File: src/rtl/sck_div_pkg.sv
package sck_div_pkg;
  typedef enum logic {
    PATH_POW2 = 1'b0,
    PATH_LIN  = 1'b1
  } path_e;
endpackage

File: src/rtl/sck_cfg_hold.sv
module sck_cfg_hold
  import sck_div_pkg::*;
#(
  parameter int EXP_W = 3,
  parameter int LIN_W = 8
) (
  input  logic             clk_i,
  input  logic             rst_ni,
  input  logic             busy_i,
  input  logic [EXP_W-1:0] exp_i,
  input  logic [LIN_W-1:0] lin_i,
  input  logic             sel_i,
  output logic [EXP_W-1:0] exp_o,
  output logic [LIN_W-1:0] lin_o,
  output path_e            path_o
);
  // settings only move while no burst runs
  always_ff @(posedge clk_i or negedge rst_ni) begin
    if (!rst_ni) begin
      exp_o  <= '0;
      lin_o  <= '0;
      path_o <= PATH_POW2;
    end else if (!busy_i) begin
      exp_o  <= exp_i;
      lin_o  <= lin_i;
      path_o <= path_e'(sel_i);
    end
  end

  AST_CFG_FROZEN: assert property (@(posedge clk_i) disable iff (!rst_ni)
    $past(busy_i) |-> ($stable(exp_o) && $stable(lin_o) && $stable(path_o)));
endmodule

File: src/rtl/sck_period_sel.sv
module sck_period_sel
  import sck_div_pkg::*;
#(
  parameter int EXP_W = 3,
  parameter int LIN_W = 8,
  parameter int CNT_W = 8
) (
  input  logic [EXP_W-1:0] exp_i,
  input  logic [LIN_W-1:0] lin_i,
  input  path_e            path_i,
  output logic [CNT_W-1:0] lim_o
);
  logic [CNT_W:0]   pow2_span;
  logic [CNT_W-1:0] lim_pow2;
  logic [CNT_W-1:0] lim_lin;

  // tick period 2^(N+1) -> terminal count 2^(N+1)-1
  always_comb begin
    pow2_span = (CNT_W+1)'(2) << exp_i;
    lim_pow2  = CNT_W'(pow2_span - (CNT_W+1)'(1));
    lim_lin   = CNT_W'(lin_i);
  end

  assign lim_o = (path_i == PATH_LIN) ? lim_lin : lim_pow2;
endmodule

File: src/rtl/sck_tick_gen.sv
module sck_tick_gen #(
  parameter int CNT_W = 8
) (
  input  logic             clk_i,
  input  logic             rst_ni,
  input  logic             run_i,
  input  logic [CNT_W-1:0] lim_i,
  output logic             tick_o
);
  logic [CNT_W-1:0] cnt_q;

  assign tick_o = run_i && (cnt_q == lim_i);

  always_ff @(posedge clk_i or negedge rst_ni) begin
    if (!rst_ni)     cnt_q <= '0;
    else if (!run_i) cnt_q <= '0;
    else if (tick_o) cnt_q <= '0;
    else             cnt_q <= cnt_q + CNT_W'(1);
  end

  AST_CNT_IN_RANGE: assert property (@(posedge clk_i) disable iff (!rst_ni)
    run_i |-> (cnt_q <= lim_i));
  AST_BURST_RESTART: assert property (@(posedge clk_i) disable iff (!rst_ni)
    (run_i && !$past(run_i)) |-> (cnt_q == '0));
endmodule

File: src/rtl/sck_level_gen.sv
module sck_level_gen (
  input  logic clk_i,
  input  logic rst_ni,
  input  logic run_i,
  input  logic tick_i,
  input  logic cpol_i,
  output logic sck_o
);
  always_ff @(posedge clk_i or negedge rst_ni) begin
    if (!rst_ni)     sck_o <= 1'b0;
    else if (!run_i) sck_o <= cpol_i;
    else if (tick_i) sck_o <= ~sck_o;
  end

  AST_EDGE_ON_TICK: assert property (@(posedge clk_i) disable iff (!rst_ni)
    (run_i && tick_i) |=> (sck_o != $past(sck_o)));
  AST_HOLD_NO_TICK: assert property (@(posedge clk_i) disable iff (!rst_ni)
    (run_i && !tick_i) |=> $stable(sck_o));
  AST_IDLE_LEVEL: assert property (@(posedge clk_i) disable iff (!rst_ni)
    !run_i |=> (sck_o == $past(cpol_i)));
endmodule

File: src/rtl/sck_clkdiv.sv
module sck_clkdiv
  import sck_div_pkg::*;
#(
  parameter int EXP_W = 3,
  parameter int LIN_W = 8
) (
  input  logic             clk_i,
  input  logic             rst_ni,
  input  logic             burst_i,
  input  logic             lin_path_i,
  input  logic [EXP_W-1:0] rate_exp_i,
  input  logic [LIN_W-1:0] rate_lin_i,
  input  logic             cpol_i,
  output logic             tick_o,
  output logic             sck_o
);
  localparam int POW_W = 2 ** EXP_W;
  localparam int CNT_W = (POW_W > LIN_W) ? POW_W : LIN_W;

  logic [EXP_W-1:0] exp_sh;
  logic [LIN_W-1:0] lin_sh;
  path_e            path_sh;
  logic [CNT_W-1:0] lim;

  sck_cfg_hold #(.EXP_W(EXP_W), .LIN_W(LIN_W)) u_hold (
    .clk_i  (clk_i),
    .rst_ni (rst_ni),
    .busy_i (burst_i),
    .exp_i  (rate_exp_i),
    .lin_i  (rate_lin_i),
    .sel_i  (lin_path_i),
    .exp_o  (exp_sh),
    .lin_o  (lin_sh),
    .path_o (path_sh)
  );

  sck_period_sel #(.EXP_W(EXP_W), .LIN_W(LIN_W), .CNT_W(CNT_W)) u_sel (
    .exp_i  (exp_sh),
    .lin_i  (lin_sh),
    .path_i (path_sh),
    .lim_o  (lim)
  );

  sck_tick_gen #(.CNT_W(CNT_W)) u_tick (
    .clk_i  (clk_i),
    .rst_ni (rst_ni),
    .run_i  (burst_i),
    .lim_i  (lim),
    .tick_o (tick_o)
  );

  sck_level_gen u_level (
    .clk_i  (clk_i),
    .rst_ni (rst_ni),
    .run_i  (burst_i),
    .tick_i (tick_o),
    .cpol_i (cpol_i),
    .sck_o  (sck_o)
  );

  AST_M0_EVERY_CYCLE: assert property (@(posedge clk_i) disable iff (!rst_ni)
    (burst_i && path_sh == PATH_LIN && lin_sh == '0) |-> tick_o);
  AST_NO_IDLE_TICK: assert property (@(posedge clk_i) disable iff (!rst_ni)
    !burst_i |-> !tick_o);
  AST_POW2_NOT_BACK2BACK: assert property (@(posedge clk_i) disable iff (!rst_ni)
    (burst_i && path_sh == PATH_POW2 && tick_o) |=> !tick_o);
endmodule

File: config.mk
export PLATFORM = sky130hd
export DESIGN_NAME = sck_clkdiv
export DESIGN_NICKNAME = d
export VERILOG_FILES = /design/src/rtl/sck_div_pkg.sv /design/src/rtl/sck_cfg_hold.sv /design/src/rtl/sck_period_sel.sv /design/src/rtl/sck_tick_gen.sv /design/src/rtl/sck_level_gen.sv /design/src/rtl/sck_clkdiv.sv
export SDC_FILE = /design/constraint.sdc
export NUM_CORES = 1
export LEC_CHECK = 0
export BUFFER_PORTS_ARGS = -buffer_cell sky130_fd_sc_hd__buf_2
export CORE_MARGIN = 2
export CORE_UTILIZATION = 44
export CTS_BUF_LIST = sky130_fd_sc_hd__clkbuf_2 sky130_fd_sc_hd__clkbuf_4 sky130_fd_sc_hd__clkbuf_8
export CTS_CLUSTER_SIZE = 8
export DETAILED_ROUTE_END_ITERATION = 10
export HOLD_SLACK_MARGIN = 0.03
export PLACE_DENSITY = 0.66
export SKIP_CTS_REPAIR_TIMING = 1
export SLEW_MARGIN = 40
export SYNTH_ARGS = -nofsm -noshare
export SYNTH_HDL_FRONTEND = slang
export SYNTH_HIERARCHICAL = 1
export SYNTH_SLANG_ARGS = --single-unit
export TNS_END_PERCENT = 30
File: constraint.sdc
create_clock -name clk_i -period 5.43 [get_ports clk_i]
set_clock_uncertainty 0.2 [all_clocks]
set_input_delay 0.2715 -clock clk_i [delete_from_list [all_inputs] [get_ports clk_i]]
set_output_delay 0.2715 -clock clk_i [all_outputs]
set_load 0.01 [all_outputs]
==> impl_metrics.tcl <==
set metrics [dict create \
    cts_tree "yes" \
    multi_input_area_um2 653 \
    rsz0062_at_grt "false" \
    critPathMaxFanout 9 \
    die_w_um 56.4 \
    finalInstanceArea_mm2 0.00149 \
    drt-initial-drc-count 21 \
    vias 853 \
    cts_buffers 3 \
    p_total_uw 341 \
    power_switching_uw 100 \
    irDropWorstVdd_uv 177 \
    clkPwrFrac_pct 22.2 \
    drive_gt1_share_pct 29.4 \
    drc_errors 0 \
    synth_top_family_by_area "multiplexers" \
    pwr-share-comb_pct 24.3 \
    powerDensity_mw_per_mm2 229 \
    wl_per_cell_um 13.7 \
    ctsRootBufferMaster "clkbuf_4" \
    htree_levels 1 \
    rows 19 \
    synthMuxAreaShare_pct 17.0 \
    dieArea_mm2 0.00318 \
    switching_share_pct 29.4 \
    yosysTopAreaCellShare_pct 43.5 \
    synthDistinctLibCells 30 \
    ant_nets 0 \
    layout.nets 155 \
    place_congestion 0.819 \
    p_int_uw 241 \
    end_kind "output port" \
    synth-seq-area-share_pct 43.5 \
    utilization_pct 55.4 \
    synth_area_leaders "dfrtp_1 43%, mux2_4 12%, xor2_1 7.2%, mux2_2 3.7%, a211oi_1 3.1%" \
    tns_ps 0 \
    timing.final.crit_share_pct 71.4 \
    synth_compound_area_share_pct 10.5 \
    finalWorstSetupSlack_ps 1550 \
    grt_max_degree 22 \
    layout_common_cells "21 x dfrtp_1, 17 x buf_2, 14 x dlygate4sd3_1" \
    synthesis.area_mm2 0.00121 \
    wl_um 2290 \
    start_util_pct 45.0 \
    ios 18 \
    nFillCells 218 \
    path_class "register to output port" \
    synth_area_per_cell_um2 11.6 \
    hold_path.class "input port to register" \
    synth_fp_nets 122 \
    drv_slew 0 \
    p_leak_nw 0.663 \
    max_freq_ghz 0.258 \
    drv_cap 0 \
    seqCellArea_um2 526 \
    start_kind "register" \
    worstPathArrival_ps 3410 \
    insertion_delay_ps 310 \
    dp_slack_ps 1930 \
    core_mm2 0.00269 \
    port_buffers 17 \
    die_h_um 56.4 \
    antenna_cells 0 \
    slew_headroom_pct 46.8 \
    status "completed" \
    yosys.area_share.simple_pct 13.0 \
    first_pass_iters 4 \
    antenna_found_initial 0 \
    clock_sinks 21 \
    synthCells 104 \
    finalCriticalPeriod_ps 3880 \
    overflow 0 \
    cts_buffer_depth 2 \
    yosysTopAreaCell "dfrtp_1" \
    viasPerCell 5.11 \
    ys_ff_latch 21 \
    yosys_warnings 6 \
    hpwlAfterDp_um 1580 \
    final_common_cell "dfrtp_1" \
    area_delta_synth_final_pct 23.2 \
    finalHoldViolCount 0 \
    clk_pin_slew_ps 120 \
    grtUsageTotal_pct 15.4 \
    setup_violations 0 \
    synth_fa_ha_area_share_pct 2.07 \
    worstPathRequired_ps 4960 \
    tightest_slew_ps 792 \
    synth_xor_area_share_pct 10.8 \
    p_seq_share_pct 53.5 \
    grt_pass1_wl_um 3700 \
    post_dp_cell_area_mm2 0.00131 \
    first_global_vias 796 \
]
cells in the mapped netlist:
library cell,count
o2bb2a_1,1
ha_1,2
clkbuf_2,1
xor2_1,10
nor4b_1,1
xor2_2,1
nor4_2,2
a21oi_1,2
a211oi_1,5
nor2_1,2
mux2i_1,1
xnor2_1,3
mux2_2,4
clkbuf_1,1
nand2b_1,2
and3_1,1
a221oi_1,3
o21ai_0,6
mux2_4,10
nand3_1,4
nor2b_1,1
or3_1,3
nand2_1,6
or3_4,1
inv_1,5
buf_6,1
nand4_1,1
dfrtp_1,21
nor3b_2,1
a31oi_1,2
power by group through the flow:
stage,sequential [mW],clock [mW],combinational (mW)
4_1_cts,0.183,0.0776,0.0729
5_1_grt,0.185,0.0854,0.0911
2_1_floorplan,0.180,0,0.0576
6_report,0.183,0.0757,0.0828
3_5_place_dp,0.186,0,0.0724
3_3_place_gp,0.185,0,0.0711
flip-flops by register name, indices dropped and copies added (netlist names):
name           cells
u_hold/exp_o       3
u_tick/cnt_q       8
u_hold/lin_o       8
u_level/sck_o      1
u_hold/path_o      1
cells by family (layout without fill, tap and decap cells):
kind of cell	Yosys count	in the layout
AOI/OAI and AO/OA	19	19
DFF	21	21
and+or+nand+nor	25	25
adders and majority gates	2	2
buffers and inverters	8	40
xor gates and xnor gates	14	14
muxes	15	15
routing by layer:
layer | global-route usage, % | part of all wire, % | vias to the layer above
met1 | 21.1 | 47 | 398
li1 | - | - | 437
met3 | 2.76 | 2.3 | 4
met4 | 8.16 | 2.1 | 0
met5 | 0 | 0 | -
met2 | 23.2 | 48 | 14
stage by stage:
stage,hold slack [ps],instances
after CTS,-286,153
after global routing,224,167
after global placement,55.9,149
final,216,167
after floorplan,-224,104
after detailed placement,56.8,149
final cells by class:
type	count	area share (%)
well taps	31	2.61
multi-input cells	75	43.9
clock inverters	1	0.336
clock buffers	3	1.51
repair buffers	31	15.1
inverters	5	1.26
flip-flops and latches	21	35.3
final timing paths:
kind	start	to	slack [ps]	cells after the start
worst max-delay path	u_hold/exp_o[1]	tick_o	1550	9
worst min-delay path	burst_i	u_level/sck_o	220	2
worst max register to register	u_hold/exp_o[1]	u_level/sck_o	1940	10
worst min register to register	u_hold/lin_o[5]	u_hold/lin_o[5]	320	1
max in group asynchronous	rst_ni	u_hold/lin_o[5]	4480	2
min in group asynchronous	rst_ni	u_hold/lin_o[1]	230	2
worst max-delay path, stage by stage (launching register included):
cell and delay (ps):
dfrtp_1 480, or3_4 420, ha_1 280, xor2_1 170
o2bb2a_1 280, o21ai_0 190, xor2_1 110, nor4_2 730
and3_1 310, buf_2 140
(Power assumes the default switching activity.)
